### src/rtl/mac_row_ctrl.sv
module mac_row_ctrl (
  input  logic clk,
  input  logic rst_n,
  input  logic start,
  input  logic in_valid,
  input  logic in_last,
  output logic in_ready,
  output logic lane_clr,
  output logic lane_en,
  output logic lane_bias,
  output logic done_o
);
  logic done_q;

  // The row never stalls; every presented beat is taken.
  assign in_ready  = rst_n;
  assign lane_clr  = start;
  assign lane_en   = in_valid;
  assign lane_bias = in_valid & in_last;

  always_ff @(posedge clk) begin
    if (!rst_n) done_q <= 1'b0;
    else        done_q <= in_valid & in_last;
  end

  assign done_o = done_q;
endmodule

### src/rtl/mac_row_pe.sv
module mac_row_pe #(
  parameter int IN_W  = 8,
  parameter int ACC_W = 32
) (
  input  logic             clk,
  input  logic             rst_n,
  input  logic             clr,
  input  logic             en,
  input  logic             use_bias,
  input  logic [IN_W-1:0]  act,
  input  logic [IN_W-1:0]  wgt,
  input  logic [ACC_W-1:0] bias,
  output logic [ACC_W-1:0] acc_o
);
  localparam int PROD_W = 2 * IN_W;

  logic signed [PROD_W-1:0] act_x;
  logic signed [PROD_W-1:0] wgt_x;
  logic signed [PROD_W-1:0] prod;
  logic        [ACC_W-1:0]  prod_x;
  logic        [ACC_W-1:0]  addend;
  logic        [ACC_W-1:0]  base;
  logic        [ACC_W-1:0]  acc_q;

  always_comb begin
    act_x  = {{IN_W{act[IN_W-1]}}, act};
    wgt_x  = {{IN_W{wgt[IN_W-1]}}, wgt};
    prod   = act_x * wgt_x;
    prod_x = {{(ACC_W-PROD_W){prod[PROD_W-1]}}, prod};
    addend = use_bias ? bias : prod_x;
    base   = clr ? '0 : acc_q;
  end

  always_ff @(posedge clk) begin
    if (!rst_n)   acc_q <= '0;
    else if (en)  acc_q <= base + addend;
    else if (clr) acc_q <= '0;
  end

  assign acc_o = acc_q;
endmodule

### src/rtl/mac_row10.sv
module mac_row10 #(
  parameter int LANES = 10,
  parameter int IN_W  = 8,
  parameter int ACC_W = 32
) (
  input  logic                   clk,
  input  logic                   rst_n,
  input  logic                   start,
  input  logic                   in_valid,
  output logic                   in_ready,
  input  logic                   in_last,
  input  logic [IN_W-1:0]        act_i,
  input  logic [LANES*IN_W-1:0]  wgt_i,
  input  logic [LANES*ACC_W-1:0] bias_i,
  output logic                   done_o,
  output logic [LANES*ACC_W-1:0] res_o
);
  logic lane_clr;
  logic lane_en;
  logic lane_bias;

  mac_row_ctrl u_ctrl (
    .clk       (clk),
    .rst_n     (rst_n),
    .start     (start),
    .in_valid  (in_valid),
    .in_last   (in_last),
    .in_ready  (in_ready),
    .lane_clr  (lane_clr),
    .lane_en   (lane_en),
    .lane_bias (lane_bias),
    .done_o    (done_o)
  );

  for (genvar k = 0; k < LANES; k++) begin : g_lane
    mac_row_pe #(.IN_W(IN_W), .ACC_W(ACC_W)) u_pe (
      .clk      (clk),
      .rst_n    (rst_n),
      .clr      (lane_clr),
      .en       (lane_en),
      .use_bias (lane_bias),
      .act      (act_i),
      .wgt      (wgt_i[k*IN_W +: IN_W]),
      .bias     (bias_i[k*ACC_W +: ACC_W]),
      .acc_o    (res_o[k*ACC_W +: ACC_W])
    );
  end
endmodule

### config.mk
export PLATFORM = sky130hd
export DESIGN_NAME = mac_row10
export DESIGN_NICKNAME = d
export VERILOG_FILES = /design/src/rtl/mac_row_ctrl.sv /design/src/rtl/mac_row_pe.sv /design/src/rtl/mac_row10.sv
export SDC_FILE = /design/constraint.sdc
export NUM_CORES = 2
export LEC_CHECK = 0
export BUFFER_PORTS_ARGS = -buffer_cell sky130_fd_sc_hd__buf_2
export CAP_MARGIN = 20
export CORE_ASPECT_RATIO = 1.25
export CORE_MARGIN = 1.5
export CORE_UTILIZATION = 40
export CTS_CLUSTER_SIZE = 20
export DETAILED_ROUTE_END_ITERATION = 16
export PLACE_DENSITY = 0.68
export SYNTH_ARGS = -nofsm -noshare
export SYNTH_HDL_FRONTEND = slang
export SYNTH_SLANG_ARGS = --single-unit
### constraint.sdc
create_clock -name clk -period 23.6 [get_ports clk]
set_input_delay 7.08 -clock clk [delete_from_list [all_inputs] [get_ports clk]]
set_output_delay 7.08 -clock clk [all_outputs]
set_load 0.05 [all_outputs]
* Word level (Yosys, flattened, before mapping)
Index checks and enable logic that the tools add are counted.
** Word-level totals
- Register bits :: 321
- Input port bits :: 413
- Output and inout port bits :: 322
- Word-level logic and storage cells :: 62
** Operators by class
- Add/sub/neg operators :: 10
- Multipliers :: 10
- Multiplexer cells :: 30
- Bitwise gates (word level) :: 1
** Operators with widths (number)
- two-way mux 32 bit :: 30
- adder 32 bit :: 10
- multiplier 8 x 8 -> 16 bit :: 10
- bitwise AND 1 bit :: 1

* Longest topological paths before layout
- Word-level depth :: 4
- Mapped depth :: 33
- Depth with buffers taken out :: 31

* Cells and area by module
A second synthesis with hierarchy kept.
** Unflattened totals
- Cell total of the unflattened synthesis :: 7205
- Area, all modules :: 58672.5 sq um
** Modules (own cells, without submodules)
- mac_row_pe at g_lane[6].u_pe ... :: times used 4, cells an instance 712, area each 5843.1 sq um, seq. area each 640.6 sq um
- mac_row_pe at g_lane[0].u_pe ... :: times used 3, cells an instance 743, area each 5997.0 sq um, seq. area each 640.6 sq um
- mac_row_pe at g_lane[5].u_pe :: times used 1, cells an instance 717, area each 5770.5 sq um, seq. area each 640.6 sq um
- mac_row_pe at g_lane[3].u_pe :: times used 1, cells an instance 700, area each 5741.8 sq um, seq. area each 640.6 sq um
- mac_row_pe at g_lane[4].u_pe :: times used 1, cells an instance 705, area each 5741.8 sq um, seq. area each 640.6 sq um
- mac_row_ctrl :: times used 1, cells an instance 6, area each 55.1 sq um, seq. area each 20.0 sq um

* Worst setup path before layout
OpenSTA, ideal clock, no wires.
- Path kind :: input to output
- Start point :: input port rst_n
- End point :: output port in_ready
- Arrival :: 7250 ps
- Required time :: 16520 ps
- Setup slack :: 9270 ps
- Stages :: 1
- Path buffers :: 1
- Cells stage by stage :: buf_4
** RTL lines
- from (decl) :: RTL line mac_row10.sv:7 : input logic rst_n,
- to (decl) :: RTL line mac_row10.sv:10 : output logic in_ready,
No word-level cell between the ends.

* Final worst setup path
- Start point :: input port act_i[4]
- End point :: register g_lane[7].u_pe.acc_q[31]
** On the way
- Word-level cells in the longest chain between the ends :: 4
** RTL lines
- from (decl) :: RTL line mac_row10.sv:12 : input logic [IN_W-1:0] act_i,
- multiplier 8 x 8 -> 16 bit :: RTL line mac_row_pe.sv:28 : prod = act_x * wgt_x;
- two-way mux 32 bit :: RTL line mac_row_pe.sv:30 : addend = use_bias ? bias : prod_x;
- adder 32 bit :: RTL line mac_row_pe.sv:36 : else if (en) acc_q <= base + addend;
- two-way mux 32 bit :: RTL line mac_row_pe.sv:36
- to (signal assigned) :: RTL line mac_row_pe.sv:36
- to (decl) :: RTL line mac_row_pe.sv:23 : logic [ACC_W-1:0] acc_q;
Every way passes these cells.
A chain may end at the register's enable or synchronous reset.

==> flow_summary.ini <==
[synthesis]
netlist_area_sq_um = 55600
ys_ff_latch = 321
synth.area.top_cells = fa_1 20%, ha_1 14%, dfxtp_1 12%, inv_1 6.2%, and2_1 5.1%
synthTopCellsByCount = 914 x inv_1, 600 x ha_1, 560 x fa_1, 524 x nor2_1, 457 x nand2_1
syn_inst = 6877
synth_edf_count = 0
async_reset_ff_share_pct = 0
synth-seq-area-share_pct = 11.6
synthFlopType = dfxtp_1
syn-num-nets = 8450
synth_warnings = 0
synth_most_common_cell = inv_1
synth.distinct_cells = 83
synth_area_per_cell_sq_um = 8.09
synth_top_cell_by_area = fa_1
yosysTopAreaCellShare_pct = 20.2

[floorplan]
num_rows = 152
fp.dieH_um = 420
coreArea_sq_um = 138000
fp.dieW_um = 336
dieArea_sq_um = 141000
initial_core_util_pct = 40.4
ios = 735

[layout]
fillers = 13800
fin_area_sq_um = 62600
nNetsFinal = 8999
syn_to_final_growth_pct = 12.7
finalNonFillerCells = 9354
drive_above_1_share_pct = 12.2

[cts]
cts_resized = 0
postCtsSetupRepairBufs = 0
cts_tree = built
cts-hold-fix-buffers = 0
clockBufferDepth = 3
numCtsBuffers = 43
clkSinkCount = 321
clkLatencyLatePin_ps = 640
cts.reportedPaths.clkPinSlew_ps = 60
root_buffer = clkbuf_16
cts_max_level = 2

[setup_path]
timing.rr.end = g_lane[8].u_pe.acc_o[30]
cp-start-kind = primary input
required_ps = 24100
crit_top_cell = a21oi_1
cpPeakStageDelay_ps = 730
timing.rr.start = g_lane[8].u_pe.acc_o[0]
critPathCaptureType = register
crit_type = in2reg
r2r_cells = 13
crit_fanout = 43
crit_slowest_cell = o21ai_0
cp.arrival_ps = 15450
worst-r2r-setup-slack_ps = 19060

[min_path]
hold-path-cell-count = 2
hp-start = g_lane[7].u_pe.acc_o[31]
hold_end = g_lane[7].u_pe.acc_o[31]
hp-class = reg2reg

[routing]
drt-initial-drc-count = 2804
ant_nets = 0
wl_per_cell_um = 20.0
via_count = 50200
routed_via_density = 5.37
wl_um = 187000
drtPass1Iterations = 6
drc = 0

[placement]
dp_hpwl_um = 149000
dp_cells = 9229
place_congestion = 0.933
place_ws_ps = 8140
placed_cell_area_sq_um = 61000
port_buffers = 734

[power]
cellPowerDensity_nw_per_um2 = 162
vdd_drop_max_mv = 0.111
leakagePower_nw = 31.7
power_mw = 10.1

[timing]
hold_viol = 0
max_freq_ghz = 0.0669
setup_viol = 0
worst_pin_slew_ps = 1160
period_minus_slack_ps = 14940
setup_tns_ps = 0
grt_setup_unrepaired = false
finalClockSkew_ps = 37.1
slew_headroom_pct = 22.5
slew_violations = 0
final.setup.worst_slack_ps = 8660
fin_crit_sh_pct = 63.3

[job]
drv_cap = 0

[global_routing]
grt_start_max_net_pins = 142
grt_pass1_vias = 50300
overflow = 0
grt_pass1_wl_um = 285000
grt_use_total_pct = 26.0
antenna_found_initial = 74

[run_status]
status = complete, no violations
## cell type report
type	instances	area, sq um	share of cell area [%]
Tap cell	1848	2310	3.69
Inverter	914	3440	5.50
Clock buffer	54	1210	1.93
Timing Repair Buffer	773	4030	6.43
Clock inverter	26	352	0.561
Antenna cell	45	113	0.180
Sequential cell	321	6430	10.3
Multi-Input combinational cell	5373	44800	71.5
## kinds of logic after synthesis
| logic type | share of synthesized area [%] |
|---|---|
| and+or+nand+nor | 20.2 |
| AOI/OAI and AO/OA | 16.5 |
| buffers and inverters | 8.01 |
| adders and majority gates | 33.7 |
| xor gates and xnor gates | 6.49 |
| DFF | 11.6 |
| muxes | 3.63 |
## routing by layer
layer / GRT usage, % / part of all wire, % / vias to the layer above
met2: 40.6 / 44 / 1597
met1: 32.3 / 42 / 24400
met3: 7.34 / 8.4 / 432
li1: - / - / 23800
met5: 0 / 0.15 / -
met4: 14.0 / 5.8 / 46
## power breakdown
| group | total (mW) | leakage (nW) | switching, mW | internal (mW) |
|---|---|---|---|---|
| clock network | 0.746 | 0.743 | 0.312 | 0.434 |
| logic | 8.59 | 28.3 | 5.23 | 3.36 |
| registers | 0.787 | 2.65 | 0.0828 | 0.704 |
| total | 10.1 | 31.7 | 5.63 | 4.50 |
## metrics by stage
step	utilization (%)	hold slack (ps)
2_1_floorplan	-	723
3_3_place_gp	44.3	494
3_5_place_dp	44.3	492
4_1_cts	45.4	505
5_1_grt	45.5	544
6_report	45.5	501
## critical path: cells and delay by family
family / cells / cell delay (ps)
simple gates: 1 / 200
fa+ha+maj: 7 / 2570
xor+xnor: 1 / 90
compound gates: 19 / 4140
buf+inv: 4 / 1300
## flip-flops by register name (all words and copies together) (netlist names)
name               count
g_lane.u_pe.acc_o    320
u_ctrl.done_o          1
## how the worst max path moves through the flow
stage / start / endpoint / depth (start not counted)
after global placement: act_i[4] / g_lane[7].u_pe.acc_o[31] / 32
after floorplan: rst_n / in_ready / 1
final: act_i[4] / g_lane[7].u_pe.acc_o[31] / 32
after detailed placement: act_i[4] / g_lane[7].u_pe.acc_o[31] / 32
after CTS: act_i[3] / g_lane[9].u_pe.acc_o[31] / 27
after global routing: act_i[3] / g_lane[9].u_pe.acc_o[31] / 30
## cell usage in the layout (no fill, tap or decap), types with 283 or more instances in the layout
| cell type | Yosys | final |
|---|---|---|
| nand2_1 | 457 | 455 |
| nor2_1 | 524 | 522 |
| ha_1 | 600 | 600 |
| xnor2_1 | 283 | 283 |
| inv_1 | 914 | 912 |
| buf_2 | 1 | 732 |
| nor2b_1 | 391 | 391 |
| fa_1 | 560 | 560 |
| and2_1 | 450 | 450 |
| a21oi_1 | 447 | 446 |
| dfxtp_1 | 321 | 321 |
Note: power is estimated with default switching activity, not from simulation.
